File: config.mk
export PLATFORM = sky130hd
export DESIGN_NAME = smi_arbiter_top
export DESIGN_NICKNAME = d
export VERILOG_FILES = /design/src/rtl/smi_pkg.sv /design/src/rtl/smi_sw_timer.sv /design/src/rtl/smi_regs.sv /design/src/rtl/smi_arb_ctrl.sv /design/src/rtl/smi_arbiter_top.sv
export SDC_FILE = /design/constraint.sdc
export NUM_CORES = 1
export LEC_CHECK = 0
export ABC_CLOCK_PERIOD_IN_PS = 1840
export BUFFER_PORTS_ARGS = -buffer_cell sky130_fd_sc_hd__buf_4
export CORE_ASPECT_RATIO = 2
export CORE_UTILIZATION = 40
export CTS_CLUSTER_DIAMETER = 200
export DETAILED_ROUTE_END_ITERATION = 6
export GPL_ROUTABILITY_DRIVEN = 0
export PLACE_DENSITY = 0.68
export SLEW_MARGIN = 0
export SYNTH_ARGS = -nofsm -noshare
export SYNTH_HDL_FRONTEND = slang
export SYNTH_SLANG_ARGS = --single-unit
File: constraint.sdc
create_clock -name clk -period 1.84 [get_ports clk]
set_clock_uncertainty 0.2 [all_clocks]
set_input_delay 0.276 -clock clk [delete_from_list [all_inputs] [get_ports clk]]
set_output_delay 0.276 -clock clk [all_outputs]
set_load 0.02 [all_outputs]
File: src/rtl/smi_pkg.sv
package smi_pkg;
  localparam int REG_W = 32;

  // enable register bit positions
  localparam int EN_GLOBAL  = 0;
  localparam int EN_EOS     = 1;
  localparam int EN_USB     = 2;
  localparam int EN_APM     = 3;
  localparam int EN_SLEEP   = 4;
  localparam int EN_TIMER   = 5;
  localparam int EN_RELEASE = 6;
  localparam int EN_GREL    = 7;
  localparam int EN_TRAP    = 11;
  localparam int EN_WDOG    = 13;
  localparam int EN_PERIOD  = 14;

  // status bit used by rerouted NMIs (no enable at this position)
  localparam int ST_NMI     = 12;

  localparam logic [REG_W-1:0] EN_STORE_MASK =
    (REG_W'(1) << EN_GLOBAL) | (REG_W'(1) << EN_EOS)   | (REG_W'(1) << EN_USB)  |
    (REG_W'(1) << EN_APM)    | (REG_W'(1) << EN_SLEEP) | (REG_W'(1) << EN_TIMER)|
    (REG_W'(1) << EN_GREL)   | (REG_W'(1) << EN_TRAP)  | (REG_W'(1) << EN_WDOG) |
    (REG_W'(1) << EN_PERIOD);

  typedef struct packed {
    logic clrEos;
  } arbStrobeT;

  typedef enum logic [1:0] {ARB_IDLE, ARB_GUARD, ARB_ASSERT} arbStateT;
endpackage

File: src/rtl/smi_sw_timer.sv
module smi_sw_timer #(
  parameter int CNT_W = 8,
  parameter int TC0 = 4,
  parameter int TC1 = 8,
  parameter int TC2 = 16,
  parameter int TC3 = 32
) (
  input  logic       clk,
  input  logic       rstN,
  input  logic       run,
  input  logic       tick,
  input  logic [1:0] rateSel,
  output logic       expire
);
  logic [CNT_W-1:0] cnt;
  logic [CNT_W-1:0] termCnt;

  always_comb begin
    case (rateSel)
      2'd0:    termCnt = CNT_W'(TC0);
      2'd1:    termCnt = CNT_W'(TC1);
      2'd2:    termCnt = CNT_W'(TC2);
      default: termCnt = CNT_W'(TC3);
    endcase
  end

  assign expire = run && tick && (cnt == termCnt - CNT_W'(1));

  always_ff @(posedge clk or negedge rstN) begin
    if (!rstN)        cnt <= '0;
    else if (!run)    cnt <= '0;
    else if (expire)  cnt <= '0;
    else if (tick)    cnt <= cnt + CNT_W'(1);
  end
endmodule

File: src/rtl/smi_regs.sv
module smi_regs
  import smi_pkg::*;
#(
  parameter int TMR_CNT_W = 8,
  parameter int TMR_TC0 = 4,
  parameter int TMR_TC1 = 8,
  parameter int TMR_TC2 = 16,
  parameter int TMR_TC3 = 32
) (
  input  logic             clk,
  input  logic             rstN,
  input  logic             regWrEn,
  input  logic             regAddr,
  input  logic [REG_W-1:0] regWrData,
  output logic [REG_W-1:0] regRdData,
  input  logic             evPeriodic,
  input  logic             evWatchdog,
  input  logic             evNmi,
  input  logic             nmiRerouteEn,
  input  logic             evPortTrap,
  input  logic             evApmWrite,
  input  logic             evSleepWrite,
  input  logic             evUsb,
  input  logic             evGlobalRelease,
  input  logic             timerTick,
  input  logic [1:0]       timerRateSel,
  input  arbStrobeT        strb,
  output logic             smiPending,
  output logic             eosBit,
  output logic             gblBit,
  output logic             sciPulse,
  output logic             sleepPermit
);
  logic [REG_W-1:0] enReg, enNext;
  logic [REG_W-1:0] stsReg, stsNext, stsSet, stsClr, gateMask;
  logic             enWr, stsWr, timerExpire;

  assign enWr  = regWrEn && !regAddr;
  assign stsWr = regWrEn &&  regAddr;

  smi_sw_timer #(
    .CNT_W(TMR_CNT_W), .TC0(TMR_TC0), .TC1(TMR_TC1), .TC2(TMR_TC2), .TC3(TMR_TC3)
  ) timer_i (
    .clk(clk), .rstN(rstN), .run(enReg[EN_TIMER]), .tick(timerTick),
    .rateSel(timerRateSel), .expire(timerExpire)
  );

  always_comb begin
    stsSet = '0;
    stsSet[EN_PERIOD] = evPeriodic;
    stsSet[EN_WDOG]   = evWatchdog;
    stsSet[ST_NMI]    = evNmi && nmiRerouteEn;
    stsSet[EN_TRAP]   = evPortTrap;
    stsSet[EN_GREL]   = evGlobalRelease;
    stsSet[EN_TIMER]  = timerExpire;
    stsSet[EN_SLEEP]  = evSleepWrite && enReg[EN_SLEEP];
    stsSet[EN_APM]    = evApmWrite;
    stsSet[EN_USB]    = evUsb;
  end

  assign stsClr  = stsWr ? regWrData : '0;
  assign stsNext = (stsReg & ~stsClr) | stsSet;

  always_comb begin
    enNext = enWr ? (regWrData & EN_STORE_MASK) : enReg;
    if (strb.clrEos) enNext[EN_EOS] = 1'b0;
  end

  always_comb begin
    gateMask = enReg & ~(REG_W'(1) << EN_GLOBAL) & ~(REG_W'(1) << EN_EOS);
    gateMask[ST_NMI] = nmiRerouteEn;
  end

  assign smiPending = |(stsReg & gateMask);
  assign eosBit     = enReg[EN_EOS];
  assign gblBit     = enReg[EN_GLOBAL];
  assign regRdData  = regAddr ? stsReg : enReg;

  always_ff @(posedge clk or negedge rstN) begin
    if (!rstN) begin
      enReg       <= '0;
      stsReg      <= '0;
      sciPulse    <= 1'b0;
      sleepPermit <= 1'b0;
    end else begin
      enReg       <= enNext;
      stsReg      <= stsNext;
      sciPulse    <= enWr && regWrData[EN_RELEASE];
      sleepPermit <= evSleepWrite && !enReg[EN_SLEEP];
    end
  end
endmodule

File: src/rtl/smi_arb_ctrl.sv
module smi_arb_ctrl
  import smi_pkg::*;
#(
  parameter int GUARD_CYCLES = 4
) (
  input  logic      clk,
  input  logic      rstN,
  input  logic      pending,
  input  logic      eosBit,
  input  logic      gblBit,
  output arbStrobeT strb,
  output logic      smiN
);
  localparam int GW = $clog2(GUARD_CYCLES + 1);

  arbStateT      state;
  logic [GW-1:0] guardCnt;
  logic          goReq, guardDone;

  assign goReq     = gblBit && eosBit && pending;
  assign guardDone = (guardCnt == GW'(GUARD_CYCLES - 1));

  always_ff @(posedge clk or negedge rstN) begin
    if (!rstN) begin
      state    <= ARB_IDLE;
      guardCnt <= '0;
    end else begin
      case (state)
        ARB_IDLE: if (goReq) begin
          state    <= ARB_GUARD;
          guardCnt <= '0;
        end
        ARB_GUARD: begin
          if (!goReq)         state <= ARB_IDLE;
          else if (guardDone) state <= ARB_ASSERT;
          else                guardCnt <= guardCnt + GW'(1);
        end
        default: if (!gblBit || eosBit) state <= ARB_IDLE;
      endcase
    end
  end

  always_comb begin
    strb        = '0;
    strb.clrEos = (state == ARB_GUARD) && goReq && guardDone;
  end

  assign smiN = (state != ARB_ASSERT);
endmodule

File: src/rtl/smi_arbiter_top.sv
module smi_arbiter_top
  import smi_pkg::*;
#(
  parameter int GUARD_CYCLES = 4,
  parameter int TMR_CNT_W = 8,
  parameter int TMR_TC0 = 4,
  parameter int TMR_TC1 = 8,
  parameter int TMR_TC2 = 16,
  parameter int TMR_TC3 = 32
) (
  input  logic        clk,
  input  logic        rstN,
  input  logic        regWrEn,
  input  logic        regAddr,
  input  logic [31:0] regWrData,
  output logic [31:0] regRdData,
  input  logic        evPeriodic,
  input  logic        evWatchdog,
  input  logic        evNmi,
  input  logic        nmiRerouteEn,
  input  logic        evPortTrap,
  input  logic        evApmWrite,
  input  logic        evSleepWrite,
  input  logic        evUsb,
  input  logic        evGlobalRelease,
  input  logic        timerTick,
  input  logic [1:0]  timerRateSel,
  output logic        smiN,
  output logic        sciPulse,
  output logic        sleepPermit
);
  arbStrobeT strb;
  logic      smiPending, eosBit, gblBit;

  smi_regs #(
    .TMR_CNT_W(TMR_CNT_W), .TMR_TC0(TMR_TC0), .TMR_TC1(TMR_TC1),
    .TMR_TC2(TMR_TC2), .TMR_TC3(TMR_TC3)
  ) regs_i (
    .clk(clk), .rstN(rstN), .regWrEn(regWrEn), .regAddr(regAddr),
    .regWrData(regWrData), .regRdData(regRdData),
    .evPeriodic(evPeriodic), .evWatchdog(evWatchdog), .evNmi(evNmi),
    .nmiRerouteEn(nmiRerouteEn), .evPortTrap(evPortTrap), .evApmWrite(evApmWrite),
    .evSleepWrite(evSleepWrite), .evUsb(evUsb), .evGlobalRelease(evGlobalRelease),
    .timerTick(timerTick), .timerRateSel(timerRateSel), .strb(strb),
    .smiPending(smiPending), .eosBit(eosBit), .gblBit(gblBit),
    .sciPulse(sciPulse), .sleepPermit(sleepPermit)
  );

  smi_arb_ctrl #(.GUARD_CYCLES(GUARD_CYCLES)) ctrl_i (
    .clk(clk), .rstN(rstN), .pending(smiPending), .eosBit(eosBit),
    .gblBit(gblBit), .strb(strb), .smiN(smiN)
  );
endmodule

Yosys cells after proc, flatten, opt, wreduce, memory -nomap -nowiden
Index checks and enable logic that the tools add are counted.
- $add $sub $neg: 3
- multipliers: 0
- div/mod/pow operators: 0
- $lt $le $gt $ge: 0
- eq/ne operators: 11
- shifts and indexed selects: 0
- mux-type cells: 17
- bitwise logic cells: 4
- reductions and logical operators: 24
- operators by type and width (cell ; number):
    2-to-1 mux 32 bit ; 2
    AND 32 x 15 -> 32 bit ; 1
    AND 32 bit ; 1
    NOT 32 bit ; 1
    OR 32 x 15 -> 32 bit ; 1
    OR reduction 32 bit ; 1
    2-to-1 mux 8 bit ; 3
    case mux 6 bit (3 select lines) ; 1
    logical AND 1 bit ; 12
    2-to-1 mux 2 bit ; 5
    2-to-1 mux 3 bit ; 3
    adder 8 x 1 -> 8 bit (second input constant) ; 1
    equality test 8 bit ; 1
    subtractor 8 x 1 -> 8 bit (second input constant) ; 1
    != test 3 bit (second input constant) ; 2
    case mux 3 bit (2 select lines) ; 1
    equality test 2 x 1 -> 1 bit (second input constant) ; 2
    zero test 2 bit ; 2
    != test 2 x 1 -> 1 bit (second input constant) ; 2
    != test 2 bit (second input constant) ; 2
    case mux 2 bit (2 select lines) ; 1
    AND reduction 4 bit ; 1
    nonzero test 2 bit ; 2
    adder 3 x 1 -> 3 bit (second input constant) ; 1
    7 further kinds ; 9
- flip-flop bits (word level): 57
- latch bits: 0
- RAM bits: 0
- bits in read-only memories: 0
- input port bits: 48
- output and inout port bits: 35
- word-level logic and storage cells: 67
- memories: 0

Longest topological paths before layout
Gate-level depths: netlist of run 1.
- word-level depth: 7
- mapped depth: 6
- depth with buffers taken out: 6

By module
Synthesis of run 1 repeated with hierarchy kept, for this count alone.
- cells, all modules: 233
- area total of the unflattened synthesis: 2670.1 um^2
- modules (own cells, without submodules) (module ; times used ; cells each ; area each (um^2) ; seq. area each (um^2)):
    smi_regs ; 1 ; 145 ; 1876.8 ; 1101.1
    smi_sw_timer ; 1 ; 58 ; 505.5 ; 200.2
    smi_arb_ctrl ; 1 ; 30 ; 287.8 ; 125.1

Least setup slack after synthesis of run 1
OpenSTA, ideal clock, no wires.
- kind: register -> register
- from: reg regs_i.timer_i.cnt[0]
- to: reg regs_i.timer_i.cnt[3]
- setup time: 0.124 ns
- arrival: 1.567 ns
- data required time: 1.516 ns
- path slack: -0.051 ns
- stages on the path, launching flop included: 7
- path buffers: 0
- clock period less this slack: 1.891 ns
- cell sequence: dfrtp_1 > ha_1 > nor4b_4 > o21ai_2 > o311ai_4 > nor3_2 > a211o_1
- word-level cells in the longest chain between the ends: 4
- elaborated cells between the ends (all ways): 7
- those cells by class: add/sub (1); eq/ne (2); mux (3); reduce/logical (1)
- ends and longest elaborated chain (element ; line ; text):
    start, declared ; smi_sw_timer.sv:15 ; logic [CNT_W-1:0] cnt;
    start signal, assigned ; smi_sw_timer.sv:33 ; else if (tick) cnt <= cnt + CNT_W'(1);
    adder 8 x 1 -> 8 bit / equality test 8 bit (equally long branches) ; smi_sw_timer.sv:33, smi_sw_timer.sv:27 ;
    2-to-1 mux 8 bit / logical AND 1 bit (equally long branches) ; smi_sw_timer.sv:33, smi_sw_timer.sv:27 ;
    2-to-1 mux 8 bit ; smi_sw_timer.sv:32 ; else if (expire) cnt <= '0;
    2-to-1 mux 8 bit ; smi_sw_timer.sv:31 ; else if (!run) cnt <= '0;
Several ways; a longest one is shown, not always the timed one. The select of a mux whose other input is x is not followed.
A chain may end at the register's enable or synchronous reset.

Worst setup path after layout of run 1
Ends and elaborated chain as after synthesis.

==> PnR_summary.wiki, run 1 <==
{| class="wikitable"
! Metric !! Value
|-
| Result of the run || complete, no violations
|-
| Number of buffers added on ports || 82
|-
| Top cells by area in the synthesized netlist || dfrtp_1 (54%), mux2_2 (8.1%), a21boi_0 (6.5%)
|-
| Crit share post-route || 0.9969
|-
| CTS HTree Levels || 3
|-
| Fillcell total || 546
|-
| Starting utilization of the core area || 0.4160
|-
| Via total after detailed routing || about 2300
|-
| Final worst path period need || roughly 1.8 ns
|-
| Worst-margin pin slew || 0.4809 ns
|-
| Vias in the first global route || roughly 2500
|-
| Synthesized Nets || 283
|-
| Count of cells along the worst register-to-register path || 6
|-
| Worst hold path stage count || 2
|-
| Final Max Slew Viols || 0
|-
| Number of antenna diodes || 0
|-
| Initial antenna violation count || 0
|-
| Max IR drop VDD || roughly 570 uV
|-
| Global routing usage summed across all routing layers || 0.2186
|-
| Cell at the root of the clock tree || clkbuf_16
|-
| Core ar. || 6361 sq um
|-
| Worst min-delay path category || input pin to flip-flop
|-
| Critical path startpoint || regs_i.timer_i.cnt[0]$_DFFE_PN0P_
|-
| Worst-Skew Late Latency || between 0.3 and 0.4 ns
|-
| Number of warnings reported in the yosys synthesis log || 0
|-
| Worst Hold End || regs_i.enReg[7]$_DFFE_PN0P_
|-
| Leakage power total || 1.935 nW
|-
| Unrepaired setup endpoints after global routing || true
|-
| Tot Pwr || between 3 and 4 mW
|-
| DRC violation count after routing || 0
|-
| Largest fanout on the critical path || 5
|-
| Top Ports || 83
|-
| Max-cap check violation count || 0
|-
| Avg WL per Cell || 14.77 um
|-
| Dominant cell by count in the synthesized netlist || dfrtp_1
|-
| Library cell with the largest summed area after synthesis || dfrtp_1
|-
| Number of enable-type register cells in the synthesized netlist || 0
|-
| Setup TNS || 0 ns
|-
| Beginning of the worst hold path || regWrData[7]
|-
| Total routed wirelength || 6811 um
|-
| Worst reg2reg path endpoint || regs_i.timer_i.cnt[3]$_DFFE_PN0P_
|-
| Pin count of the biggest net entering global routing || 31
|-
| Final count of hold timing violations || 0
|-
| Clk buf depth || 2
|-
| Die width || just under 60 um
|-
| Seq cells post-synth || 57
|-
| Clock buffer count from CTS || 9
|-
| Per-instance average area after synthesis || 11.41 sq um
|-
| Fmax || 0.5451 GHz
|-
| Arrival time of data at the critical path endpoint || between 1.5 and 2 ns
|-
| Headroom to the max-slew limit || 0.6788
|-
| Sort of element at the start of the critical path || flip-flop
|-
| CP Data Required Time || around 1.8 ns
|-
| Die height || 117.0 um
|-
| Finished Layout Cells || between 400 and 500
|-
| Worst setup path class || flip-flop to flip-flop
|-
| Commonest cells post-synth || dfrtp_1 (57), nand2_1 (24), a21boi_0 (23), and2_1 (23), mux2_2 (19)
|-
| Final Util || 0.6536
|-
| Post-synthesis instance total || 232
|-
| CTS tree || built
|-
| Std-Cell Rows || 41
|-
| Setup Viol. Count Final || 0
|-
| Combined area of all synthesized cells || roughly 2600 sq um
|-
| Cell variety after synth || 39
|-
| Fraction of final layout cells sized beyond drive strength 1 || 0.3733
|-
| Area share of the largest cell type after synthesis || 0.5390
|-
| Remaining Overflow, GRT || 0
|-
| Sequential element share of the synthesized area || 0.5390
|-
| Post-synthesis to final-layout area growth || 57.12%
|-
| FF-to-FF setup slack || between 0.005 and 0.006 ns
|-
| Number of placed instances, taps included || around 400
|-
| Origin of the critical flop-to-flop path || regs_i.timer_i.cnt[0]$_DFFE_PN0P_
|-
| Clock transition time at the flip-flop clock pins of the worst setup and hold paths || 0.05 ns
|-
| Clock sink count || 57
|-
| Areal power density over the cells || 842.3 nW/um^2
|-
| Die ar. || 6965 sq um
|-
| Number of nets in the layout || 422
|-
| Share of synthesized registers carrying an async set or reset || 1.000
|-
| Per-cell via count in the routed design || roughly 5.0
|-
| Post-detailed-route count of antenna-violating nets || 0
|-
| Post-detail-place hpwl || 4630 um
|-
| First drt pass iteration count || 5
|-
| Most used flip-flop cell after synthesis || dfrtp_1
|-
| Critical path endpoint category || flip-flop
|-
| Violation count after the first detailed-route iteration || roughly 70
|-
| First-pass GRT wire length || 11100 um
|}
==> where the power goes <==
part	internal, mW	leakage (nW)	switching [mW]	total [mW]
sequential	1.33	0.735	0.0613	1.39
combinational	0.309	1.06	0.247	0.556
clock	1.03	0.139	0.524	1.55
==> layer usage <==
layer  wire [um]  GRT usage  part of all wire
met1        2564     0.2209              0.38
met2        3681     0.3858              0.54
met3         267    0.05824             0.039
met4         297     0.1364             0.044
met5           0          0                 0
==> stage by stage <==
stage	instance area [sq um]	hold slack, ns	worst slack, ns
floorplan	2646	-0.2196	0.01317
global placement	3467	0.02381	0.02395
detailed placement	3467	0.02328	-0.01763
CTS	4138	0.003271	-0.02563
global route	4158	0.009002	-0.1005
finish	4158	0.01271	0.005620
==> final cells by class <==
type                       instances  area [sq um]  area share
sequential                        57          1426      0.3431
multi-input combinational        160          1165      0.2802
timing repair buffer             138          1162      0.2796
clock buffer                      11         232.7     0.05597
tap                               86         107.6     0.02588
clock inverter                     4         45.04     0.01083
inverter                           5         18.77    0.004514
==> cell families (layout without fill, tap and decap cells) <==
logic type | after synthesis | count (layout) | share of synthesized area
DFF | 57 | 57 | 0.5390
xor gates and xnor gates | 2 | 2 | 0.006621
buffers and inverters | 15 | 158 | 0.02222
muxes | 21 | 21 | 0.08842
and+or+nand+nor | 82 | 82 | 0.1707
adders and majority gates | 3 | 3 | 0.01419
AOI/OAI and AO/OA | 52 | 52 | 0.1589
==> registers in the layout, indices dropped and copies added, names as in the netlist <==
name and flops:
ctrl_i.state 2, regs_i.sleepPermit 1, regs_i.enReg 10, regs_i.sciPulse 1, ctrl_i.guardCnt 3, regs_i.stsReg 32, regs_i.timer_i.cnt 8
==> how the worst max path moves through the flow <==
| stage | end | slack [ns] |
|---|---|---|
| CTS | regs_i.timer_i.cnt[3]$_DFFE_PN0P_ | -0.03 |
| global placement | regs_i.timer_i.cnt[3]$_DFFE_PN0P_ | 0.02 |
| global route | regs_i.timer_i.cnt[3]$_DFFE_PN0P_ | -0.10 |
| finish | regs_i.timer_i.cnt[3]$_DFFE_PN0P_ | 0.006 |
| detailed placement | regs_i.timer_i.cnt[3]$_DFFE_PN0P_ | -0.02 |
| floorplan | regs_i.timer_i.cnt[3]$_DFFE_PN0P_ | 0.01 |
==> timing repair <==
action,4_1_cts,5_1_grt
hold buffers,39,0
buffers inserted,0,2
endpoints found under the setup margin,1,9
hold endpoints to repair,66,0
gates resized for setup,1,2
pin swaps,0,2
==> worst max-delay path, stage by stage (launching register included) <==
cell and delay, ns:
dfrtp_1 0.34, ha_2 0.18, nor4b_4 0.21, o21ai_2 0.12
o311ai_4 0.32, nor3_2 0.08, a211o_1 0.27
==> placed cells by master (no fill, tap or decap), drive strengths merged <==
| cell | netlist | layout |
|---|---|---|
| o21ai | 5 | 5 |
| o311ai | 1 | 1 |
| a21o | 6 | 6 |
| bufinv | 0 | 1 |
| nand2b | 2 | 2 |
| nor2b | 7 | 7 |
| a22o | 3 | 3 |
| nand2 | 24 | 24 |
| buf | 2 | 99 |
| a32o | 2 | 2 |
| o211ai | 2 | 2 |
| xnor2 | 2 | 2 |
| and3 | 1 | 1 |
| o31ai | 1 | 1 |
| mux2i | 2 | 2 |
| nand3 | 7 | 7 |
| nor2 | 5 | 5 |
| a211o | 1 | 1 |
| a21boi | 23 | 23 |
| nor3b | 1 | 1 |
| mux2 | 19 | 19 |
| clkinv | 0 | 3 |
| a22oi | 3 | 3 |
| a221oi | 1 | 1 |
| o21a | 2 | 2 |
| nor4b | 1 | 1 |
| a222oi | 1 | 1 |
| or3 | 2 | 2 |
| a31oi | 1 | 1 |
| inv | 5 | 5 |
| dfrtp | 57 | 57 |
| ha | 3 | 3 |
| dlygate4sd3 | 0 | 39 |
| clkbuf | 8 | 11 |
| nor3 | 3 | 3 |
| nand4 | 4 | 4 |
| and2 | 24 | 24 |
| or2 | 1 | 1 |
Note: power is estimated with default switching activity, not from simulation.
==> run 2: changes to the inputs <==
--- a/config.mk
+++ b/config.mk
@@ -12,7 +12,7 @@
 export CTS_CLUSTER_DIAMETER = 200
 export DETAILED_ROUTE_END_ITERATION = 6
 export GPL_ROUTABILITY_DRIVEN = 0
-export PLACE_DENSITY = 0.68
+export PLACE_DENSITY = 0.73
 export SLEW_MARGIN = 0
 export SYNTH_ARGS = -nofsm -noshare
 export SYNTH_HDL_FRONTEND = slang
==> PnR_summary.wiki, run 2 (synthesized netlist as in run 1, its figures left out) <==
{| class="wikitable"
! Metric !! Value
|-
| Final worst path period need || 1.855 ns (was 1.834 ns)
|-
| Worst setup path class || flip-flop to flip-flop (unchanged)
|-
| Critical path endpoint category || flip-flop (unchanged)
|-
| Fraction of final layout cells sized beyond drive strength 1 || 0.3930 (was 0.3733)
|-
| Tot Pwr || 3.601 mW (was 3.502 mW)
|-
| Clock sink count || 57 (unchanged)
|-
| DRC violation count after routing || 0 (unchanged)
|-
| Die ar. || 6965 sq um (unchanged)
|-
| Clk buf depth || 2 (unchanged)
|-
| Total routed wirelength || 7089 um (was 6811 um)
|-
| Cell breakdown of the critical path || ha_2 > nor4b_4 > o21ai_2 > o311ai_4 > nor3_2 > a211o_1 (unchanged)
|-
| First drt pass iteration count || 4 (was 5)
|-
| Per-cell via count in the routed design || 5.009 (was 5.007)
|-
| Most common cell after layout, fill and taps aside || buf_4 (unchanged)
|-
| Top Registers || regs_i.stsReg: 32 flops, regs_i.enReg: 10 flops, regs_i.timer_i.cnt: 8 flops (unchanged)
|-
| Cell at the root of the clock tree || clkbuf_16 (unchanged)
|-
| First-pass GRT wire length || 11340 um (was 11100 um)
|-
| Fillcell total || 525 (was 546)
|-
| Kind of cell adding the most delay to the critical path || compound AO/OA/AOI/OAI gates (unchanged)
|-
| Via total after detailed routing || 2304 (was 2308)
|-
| Leakage power total || 1.956 nW (was 1.935 nW)
|-
| Std-Cell Rows || 41 (unchanged)
|-
| Violation count after the first detailed-route iteration || 107 (was 68)
|-
| CP Data Required Time || 1.85 ns (was 1.84 ns)
|-
| Post-detail-place hpwl || 4778 um (was 4630 um)
|-
| Worst min-delay path category || input pin to flip-flop (unchanged)
|-
| Worst-margin pin slew || 0.4307 ns (was 0.4809 ns)
|-
| Result of the run || finished with violations (was complete, no violations)
|-
| Number of nets in the layout || 421 (was 422)
|-
| Internal power || 2.759 mW (was 2.669 mW)
|-
| P_sw || 0.8423 mW (was 0.8332 mW)
|-
| Number of antenna diodes || 0 (unchanged)
|-
| Remaining Overflow, GRT || 0 (unchanged)
|-
| Largest register by flop count || regs_i.stsReg (unchanged)
|-
| Violations in the final reports || setup timing
|-
| Final Max Slew Viols || 0 (unchanged)
|-
| Areal power density over the cells || 852.2 nW/um^2 (was 842.3 nW/um^2)
|-
| Die width || 59.52 um (unchanged)
|-
| Headroom to the max-slew limit || 0.7123 (was 0.6788)
|-
| Crit share post-route || 1.008 (was 0.9969)
|-
| Net Sw Frac || 0.2339 (was 0.2379)
|-
| Worst-Skew Late Latency || 0.32 ns (about the same)
|-
| Number of buffers added on ports || 82 (unchanged)
|-
| Fmax || 0.5390 GHz (was 0.5451 GHz)
|-
| Top library cells by usage in the layout, fill and taps aside || buf_4 (94), dfrtp_1 (56), dlygate4sd3_1 (39) (was buf_4 (96), dfrtp_1 (57), dlygate4sd3_1 (39))
|-
| Clock transition time at the flip-flop clock pins of the worst setup and hold paths || 0.05 ns (about the same)
|-
| Largest stage delay on the critical path || 0.34 ns (about the same)
|-
| Vias in the first global route || 2407 (was 2466)
|-
| Global routing usage summed across all routing layers || 0.2270 (was 0.2186)
|-
| CTS HTree Levels || 3 (unchanged)
|-
| Max-cap check violation count || 0 (unchanged)
|-
| Die height || 117.0 um (unchanged)
|-
| Post-route worst setup slack || -0.01539 ns (was 0.005620 ns)
|-
| Max IR drop VDD || 777.0 uV (was 574.8 uV)
|-
| Avg WL per Cell || 15.41 um (was 14.77 um)
|-
| Worst Path Buf+Inv || 0 (unchanged)
|-
| Sort of element at the start of the critical path || flip-flop (unchanged)
|-
| Clock group share of total power || 0.450 (was 0.444)
|-
| Post-detailed-route count of antenna-violating nets || 0 (unchanged)
|-
| Final count of hold timing violations || 0 (unchanged)
|-
| Starting utilization of the core area || 0.4160 (unchanged)
|-
| Core ar. || 6361 sq um (unchanged)
|-
| Post-synthesis to final-layout area growth || 59.67% (was 57.12%)
|-
| Proportion of power drawn by combinational gates || 0.163 (was 0.159)
|-
| Unrepaired setup endpoints after global routing || true (unchanged)
|-
| Largest fanout on the critical path || 4 (was 5)
|-
| Clock buffer count from CTS || 9 (unchanged)
|-
| Max reg flops || 32 (unchanged)
|-
| Area occupied by multi-input gates || 1207 sq um (was 1165 sq um)
|-
| Pin count of the biggest net entering global routing || 31 (unchanged)
|-
| CP max stage cell || dfrtp_1 (unchanged)
|-
| Top Ports || 83 (unchanged)
|-
| Sequential share of power || 0.387 (was 0.397)
|-
| Final Util || 0.6642 (was 0.6536)
|-
| Arrival time of data at the critical path endpoint || 1.86 ns (was 1.84 ns)
|-
| CTS tree || built (unchanged)
|-
| Initial antenna violation count || 0 (unchanged)
|-
| Setup Viol. Count Final || 2 (was 0)
|-
| Sequential cell area || 1428 sq um (was 1426 sq um)
|}
-- run 2: changes by cell type in the layout (fill, tap and decap cells not counted), sizes merged --
cell,previous run,this run
clkinv,3,2
clkbuf,11,12
buf,99,98
-- run 2: metal layers --
layer  share of wire  GRT usage
met2            0.57     0.4097
met3           0.038    0.05824
met4           0.022     0.1070
met1            0.37     0.2381
met5               0          0
-- run 2: path summary, 6_finish.rpt --
kind | slack [ns] | depth (start not counted) | to | from
min in group asynchronous | 0.24 | 2 | regs_i.timer_i.cnt[2]$_DFFE_PN0P_ | rstN
hold / removal | 0.02 | 2 | regs_i.enReg[2]$_DFFE_PN0P_ | regWrData[2]
hold reg to reg | 0.29 | 2 | ctrl_i.guardCnt[2]$_DFFE_PN0P_ | ctrl_i.guardCnt[2]$_DFFE_PN0P_
setup reg to reg | -0.02 | 6 | regs_i.timer_i.cnt[3]$_DFFE_PN0P_ | regs_i.timer_i.cnt[0]$_DFFE_PN0P_
max in group asynchronous | 0.71 | 3 | regs_i.timer_i.cnt[5]$_DFFE_PN0P_ | rstN
setup / recovery | -0.02 | 6 | regs_i.timer_i.cnt[3]$_DFFE_PN0P_ | regs_i.timer_i.cnt[0]$_DFFE_PN0P_
-- run 2: power by group through the flow --
stage	clock network, mW	logic [mW]	registers [mW]
after floorplan	0	0.245	1.40
after global placement	0	0.485	1.41
after detailed placement	0	0.494	1.41
after CTS	1.66	0.563	1.39
after global routing	1.72	0.636	1.40
final	1.62	0.585	1.39
-- run 2: through the flow --
stage | hold WS, ns | instances | setup TNS [ns] | setup WS, ns | instance area (sq um)
3_3_place_gp | 0.02585 | 404 | 0 | 0.05674 | 3472
2_1_floorplan | -0.2196 | 232 | 0 | 0.01317 | 2646
5_1_grt | 0.005146 | 460 | -0.5780 | -0.09739 | 4225
3_5_place_dp | 0.03242 | 404 | -0.01122 | -0.01122 | 3472
4_1_cts | 0.004364 | 458 | -0.01584 | -0.01584 | 4161
6_report | 0.01565 | 460 | -0.02755 | -0.01539 | 4225
-- run 2: repair_timing --
item / CTS / global route
setup endpoints to repair: 1 / 10
pin swaps: 0 / 9
gates resized for setup: 1 / 15
hold buffers: 39 / 0
setup buffers: 0 / 2
endpoints found under the hold margin: 69 / 0
-- run 2: area by class of cell --
type,count,area share
Clock buffer,12,0.06070
Clock inverter,3,0.009476
Inverter,5,0.004442
Multi-Input combinational cell,160,0.2858
Sequential cell,57,0.3379
Tap cell,86,0.02547
Timing Repair Buffer,137,0.2763
-- run 2: worst reg2reg max path: cells and delay by family (launching register included) --
kind	cells	cell delay, ns
AOI/OAI and AO/OA	3	0.69
adders and majority gates	1	0.20
DFF	1	0.34
and+or+nand+nor	2	0.31
